## src/rtl/dma_eng_pkg.sv

```systemverilog
package dma_eng_pkg;

  typedef struct packed {
    logic casc;
    logic dec;
    logic autoi;
    logic from_mem;
    logic to_mem;
  } mode_t;

  function automatic mode_t decode_mode(input logic [7:0] m);
    mode_t r;
    r.casc     = (m[7:6] == 2'b11);
    r.dec      = m[5];
    r.autoi    = m[4];
    r.from_mem = (m[3:2] == 2'b10);
    r.to_mem   = (m[3:2] == 2'b01);
    return r;
  endfunction

endpackage

```

## src/rtl/dma_mode_reg.sv

```systemverilog
module dma_mode_reg
  import dma_eng_pkg::*;
(
  input  logic       clk,
  input  logic       rst_n,
  input  logic       ld,
  input  logic [7:0] mode_in,
  output mode_t      mode
);

  always_ff @(posedge clk) begin
    if (!rst_n)  mode <= '0;
    else if (ld) mode <= decode_mode(mode_in);
  end

endmodule

```

## src/rtl/dma_addr_ctr.sv

```systemverilog
module dma_addr_ctr #(
  parameter int AW = 16
) (
  input  logic          clk,
  input  logic          rst_n,
  input  logic          ld,
  input  logic [AW-1:0] ld_val,
  input  logic          step,
  input  logic          dec,
  input  logic          reload,
  output logic [AW-1:0] cur
);

  logic [AW-1:0] base;

  always_ff @(posedge clk) begin
    if (!rst_n) begin
      base <= '0;
      cur  <= '0;
    end else if (ld) begin
      base <= ld_val;
      cur  <= ld_val;
    end else if (reload) begin
      cur <= base;
    end else if (step) begin
      cur <= dec ? cur - AW'(1) : cur + AW'(1);
    end
  end


  addr_inc_chk: assert property (@(posedge clk) disable iff (!rst_n)
    (step && !ld && !reload && !dec) |=> (cur == AW'($past(cur) + AW'(1))));


  addr_reload_chk: assert property (@(posedge clk) disable iff (!rst_n)
    (reload && !ld) |=> (cur == $past(base)));

endmodule

```

## src/rtl/dma_cnt_ctr.sv

```systemverilog
module dma_cnt_ctr #(
  parameter int CW = 16
) (
  input  logic          clk,
  input  logic          rst_n,
  input  logic          ld,
  input  logic [CW-1:0] ld_val,
  input  logic          step,
  input  logic          autoi,
  output logic [CW-1:0] cur,
  output logic          at_zero,
  output logic          reload
);

  logic [CW-1:0] base;

  assign at_zero = (cur == '0);
  assign reload  = step && at_zero && autoi;

  always_ff @(posedge clk) begin
    if (!rst_n) begin
      base <= '0;
      cur  <= '0;
    end else if (ld) begin
      base <= ld_val;
      cur  <= ld_val;
    end else if (reload) begin
      cur <= base;
    end else if (step) begin
      cur <= cur - CW'(1);
    end
  end


  cnt_dec_chk: assert property (@(posedge clk) disable iff (!rst_n)
    (step && !ld && !reload) |=> (cur == CW'($past(cur) - CW'(1))));


  cnt_hold_chk: assert property (@(posedge clk) disable iff (!rst_n)
    (!step && !ld) |=> $stable(cur));

endmodule

```

## src/rtl/dma_xfer_engine.sv

```systemverilog
module dma_xfer_engine
  import dma_eng_pkg::*;
#(
  parameter int AW = 16,
  parameter int CW = 16,
  parameter int PW = 8,
  localparam int PHW = PW + AW
) (
  input  logic           clk,
  input  logic           rst_n,
  input  logic           wide_mode,
  input  logic           ld_addr,
  input  logic           ld_cnt,
  input  logic           ld_page,
  input  logic           ld_mode,
  input  logic [15:0]    wr_data,
  input  logic           req_valid,
  output logic           req_ready,
  output logic [PHW-1:0] phys_addr,
  output logic           term_cnt,
  output logic           to_mem,
  output logic           from_mem,
  input  logic           hold_ack,
  output logic           hold_req,
  output logic           dev_ack,
  output logic [CW-1:0]  rem_cnt
);

  mode_t          mode;
  logic [AW-1:0]  cur_addr;
  logic [CW-1:0]  cur_cnt;
  logic [PW-1:0]  page_q;
  logic           at_zero;
  logic           reload;
  logic           stopped;
  logic           fire;

  dma_mode_reg u_mode (
    .clk     (clk),
    .rst_n   (rst_n),
    .ld      (ld_mode),
    .mode_in (wr_data[7:0]),
    .mode    (mode)
  );

  assign req_ready = !stopped && !mode.casc;
  assign fire      = req_valid && req_ready;

  dma_addr_ctr #(.AW(AW)) u_addr (
    .clk    (clk),
    .rst_n  (rst_n),
    .ld     (ld_addr),
    .ld_val (wr_data[AW-1:0]),
    .step   (fire),
    .dec    (mode.dec),
    .reload (reload),
    .cur    (cur_addr)
  );

  dma_cnt_ctr #(.CW(CW)) u_cnt (
    .clk     (clk),
    .rst_n   (rst_n),
    .ld      (ld_cnt),
    .ld_val  (wr_data[CW-1:0]),
    .step    (fire),
    .autoi   (mode.autoi),
    .cur     (cur_cnt),
    .at_zero (at_zero),
    .reload  (reload)
  );

  always_ff @(posedge clk) begin
    if (!rst_n)       page_q <= '0;
    else if (ld_page) page_q <= wr_data[PW-1:0];
  end

  always_ff @(posedge clk) begin
    if (!rst_n)                             stopped <= 1'b1;
    else if (ld_cnt)                        stopped <= 1'b0;
    else if (fire && at_zero && !mode.autoi) stopped <= 1'b1;
  end

  generate
    if (PW > 1) begin : g_map
      always_comb begin
        if (wide_mode) phys_addr = {page_q[PW-1:1], cur_addr, 1'b0};
        else           phys_addr = {page_q, cur_addr};
      end
    end else begin : g_map1
      always_comb begin
        if (wide_mode) phys_addr = {cur_addr, 1'b0};
        else           phys_addr = {page_q, cur_addr};
      end
    end
  endgenerate

  assign term_cnt = fire && at_zero;
  assign to_mem   = mode.to_mem;
  assign from_mem = mode.from_mem;
  assign hold_req = mode.casc && req_valid;
  assign dev_ack  = mode.casc && hold_ack;
  assign rem_cnt  = cur_cnt;


  stop_after_tc_chk: assert property (@(posedge clk) disable iff (!rst_n)
    (term_cnt && !mode.autoi && !ld_cnt) |=> !req_ready);


  page_hold_chk: assert property (@(posedge clk) disable iff (!rst_n)
    !ld_page |=> $stable(page_q));


  casc_no_move_chk: assert property (@(posedge clk) disable iff (!rst_n)
    (mode.casc && !ld_addr && !ld_mode) |=> $stable(cur_addr));

endmodule

```

## config.mk

```make
export PLATFORM = sky130hd
export DESIGN_NAME = dma_xfer_engine
export DESIGN_NICKNAME = d
export VERILOG_FILES = /design/src/rtl/dma_eng_pkg.sv /design/src/rtl/dma_mode_reg.sv /design/src/rtl/dma_addr_ctr.sv /design/src/rtl/dma_cnt_ctr.sv /design/src/rtl/dma_xfer_engine.sv
export SDC_FILE = /design/constraint.sdc
export NUM_CORES = 1
export LEC_CHECK = 0
export ABC_AREA = 1
export BUFFER_PORTS_ARGS = -buffer_cell sky130_fd_sc_hd__buf_2
export CORE_ASPECT_RATIO = 0.5
export CORE_MARGIN = 2
export CORE_UTILIZATION = 40
export CTS_CLUSTER_DIAMETER = 150
export DETAILED_ROUTE_END_ITERATION = 7
export GPL_TIMING_DRIVEN = 0
export HOLD_SLACK_MARGIN = 0.12
export PLACE_DENSITY_LB_ADDON = 0.2
export SYNTH_ARGS = -nofsm -noshare
export SYNTH_HDL_FRONTEND = slang
export SYNTH_SLANG_ARGS = --single-unit
export TNS_END_PERCENT = 30
```

## constraint.sdc

```tcl
create_clock -name clk -period 6.5 [get_ports clk]
set_clock_uncertainty 0.15 [all_clocks]
set_input_delay 1.3 -clock clk [delete_from_list [all_inputs] [get_ports clk]]
set_output_delay 1.3 -clock clk [all_outputs]
set_load 0.01 [all_outputs]
```

==> flow_metrics.env <==
export IMPL_ff_latch_area_sq_um=1560
export IMPL_ys_flop_type="dfxtp_1"
export IMPL_fin_setup_tns_ps=0
export IMPL_nets=863
export IMPL_drt_iter0_markers=281
export IMPL_timing_final_ws_setup_ps=2740
export IMPL_slew_headroom=0.503
export IMPL_critPathMostFrequentCell="clkbuf_1"
export IMPL_via_per_inst=5.03
export IMPL_setup_viol=0
export IMPL_grt_use_met1=0.314
export IMPL_areaGrowthSynthToFinish_pct=17.5
export IMPL_clk_pin_slew_worst_paths_ps=60
export IMPL_drv_slew=0
export IMPL_crit_chain="clkbuf_1, clkbuf_1, nand2_1, o21ai_0, buf_2"
export IMPL_cp_arrival_ps=2310
export IMPL_fmax_mhz=266
export IMPL_synth_largest_area_cell="dfxtp_1"
export IMPL_grt_max_degree=18
export IMPL_yosysWarnings=0
export IMPL_post_cts_resized=0
export IMPL_yosysSeqAreaShare=0.332
export IMPL_postCtsSetupRepairBufs=0
export IMPL_max_cap_violations=0
export IMPL_ant_nets=0
export IMPL_async_reset_ff_frac=0
export IMPL_worst_ep_required_time_ps=5050
export IMPL_dr_pass1_iters=5
export IMPL_place_congestion=0.864
export IMPL_grt_use_total=0.226
export IMPL_crit_fanout=10
export IMPL_worst_setup_path_end_kind="output port"
export IMPL_place_ws_ps=2690
export IMPL_layout_drive_gt1_share=0.134
export IMPL_syn_num_nets=785
export IMPL_cts_path_max_buffers=2
export IMPL_grt_pass1_vias=4496
export IMPL_powerDensity_nw_per_um2=245
export IMPL_synth_commonest_cells="nand2_1, a21oi_1, inv_1, dfxtp_1, nor2_1"
export IMPL_multiInputGateArea_sq_um=2640
export IMPL_ir_drop_mv=0.136
export IMPL_grt_use_met3=0.0453
export IMPL_cts_buffers=9
export IMPL_outcome="finished, final reports clean"
export IMPL_synth_top_area_frac=0.332
export IMPL_rows=27
export IMPL_nFillCells=1217
export IMPL_synthTopCellsByArea="dfxtp_1, nand2_1, a21oi_1"
export IMPL_cp_slowest_cell="clkbuf_1"
export IMPL_fin_crit_ps=3760
export IMPL_portBuffers=67
export IMPL_die_h_microns=80.7
export IMPL_grt_pass1_wl_microns=22600
export IMPL_cts_tree="built"
export IMPL_numClockSinks=78
export IMPL_slowest_delay_ps=460
export IMPL_clk_latency_ps=330
export IMPL_num_vias=4956
export IMPL_core_sq_um=11200
export IMPL_busiest_layer="met2"
export IMPL_top_level_ports=71
export IMPL_syn_instance_count=743
export IMPL_wirelength_microns=13800
export IMPL_hold_violations=0
export IMPL_dieArea_sq_um=12700
export IMPL_post_synth_top_count_cell="nand2_1"
export IMPL_drcViolationCount=0
export IMPL_die_w_microns=157
export IMPL_synth_cell_types=33
export IMPL_syn_area_sq_um=4700
export IMPL_cts_hold_buf=0
export IMPL_synth_avg_cell_area_sq_um=6.33
export IMPL_use_met2=0.361
export IMPL_cts_root_buf="clkbuf_16"
export IMPL_synth_edf_count=0
export IMPL_fin_crit_sh=0.579
export IMPL_antenna_found_initial=0
export IMPL_critPathLaunchType="input port"
export IMPL_hold_path_class="reg -> reg"
export IMPL_crit_type="in -> out"
export IMPL_cts_max_level=3
export IMPL_overflow=0
export IMPL_initial_core_util=0.419
export IMPL_diodes=0
export IMPL_wl_per_cell_microns=14.0
export IMPL_rsz0062_at_grt="false"
export IMPL_leakagePower_nw=2.77
export IMPL_hpwl_microns=10600
export IMPL_ys_ff_latch=78
export IMPL_worst_pin_slew_ps=744
## per-stage QoR
stage	hold WS (ps)	total power, mW	std cells	instance area (sq um)	util
2_1_floorplan	279	0.765	743	4700	-
3_3_place_gp	298	0.864	969	5240	0.467
3_5_place_dp	304	0.868	969	5240	0.467
4_1_cts	313	1.36	985	5530	0.493
5_1_grt	333	1.43	985	5530	0.493
6_report	310	1.35	985	5530	0.493
## worst max-delay path, delay by kind of cell
kind	cells	cell delay (ps)
AOI/OAI and AO/OA	1	80
and+or+nand+nor	1	100
buffers and inverters	3	820
## placed cells by master (no fill, tap or decap), types with 4 or more instances in the layout
cell / count
nor3_1: 6
xor2_1: 9
clkbuf_1: 21
clkinv_2: 4
nor2_2: 4
dfxtp_1: 78
ha_1: 16
nor2_1: 76
nand2_1: 201
a31oi_1: 4
buf_2: 71
nand3_1: 29
a21oi_1: 100
buf_4: 8
inv_1: 82
o21ai_1: 6
o21ai_0: 69
clkbuf_16: 9
## worst paths after layout
kind,from,end,slack [ps],depth (start not counted)
worst max-delay path,wide_mode,phys_addr[14],2740,5
worst min register to register,page_q[0],page_q[0],310,2
worst max register to register,u_mode.mode[3],u_addr.cur[12],4030,9
worst min-delay path,page_q[0],page_q[0],310,2
## cell families (layout without fill, tap and decap cells)
kind of cell | after synthesis | in the layout | share of synthesized area
flops | 78 | 78 | 0.332
buf+inv | 121 | 204 | 0.107
xor+xnor | 12 | 12 | 0.0224
simple gates | 332 | 332 | 0.292
mux | 2 | 2 | 0.00426
fa+ha+maj | 17 | 17 | 0.0468
compound gates | 181 | 181 | 0.195
## area by class of cell
class	instances	share of cell area
clock buffers	9	0.0408
repair buffers	67	0.0607
flip-flops and latches	78	0.283
plain buffers	36	0.0335
clock inverters	7	0.0118
inverters	85	0.0577
well taps	159	0.0360
multi-input cells	544	0.477
## report_power, final
part	total, mW	leakage [nW]	internal (mW)	switching [mW]
clock	0.492	0.141	0.294	0.198
combinational	0.313	1.99	0.115	0.198
sequential	0.548	0.646	0.514	0.0340
## metal layers
| metal | part of all wire | vias up |
|---|---|---|
| li1 | - | 2551 |
| met1 | 0.53 | 2282 |
| met2 | 0.42 | 104 |
| met3 | 0.046 | 19 |
| met4 | 0.012 | 0 |
| met5 | 0 | - |
## state kept, by name (all words and copies together), names as in the netlist
register / cells
u_cnt.base: 16
page_q: 8
u_cnt.cur: 16
u_mode.mode: 5
u_addr.base: 16
stopped: 1
u_addr.cur: 16
(Power assumes the default switching activity.)
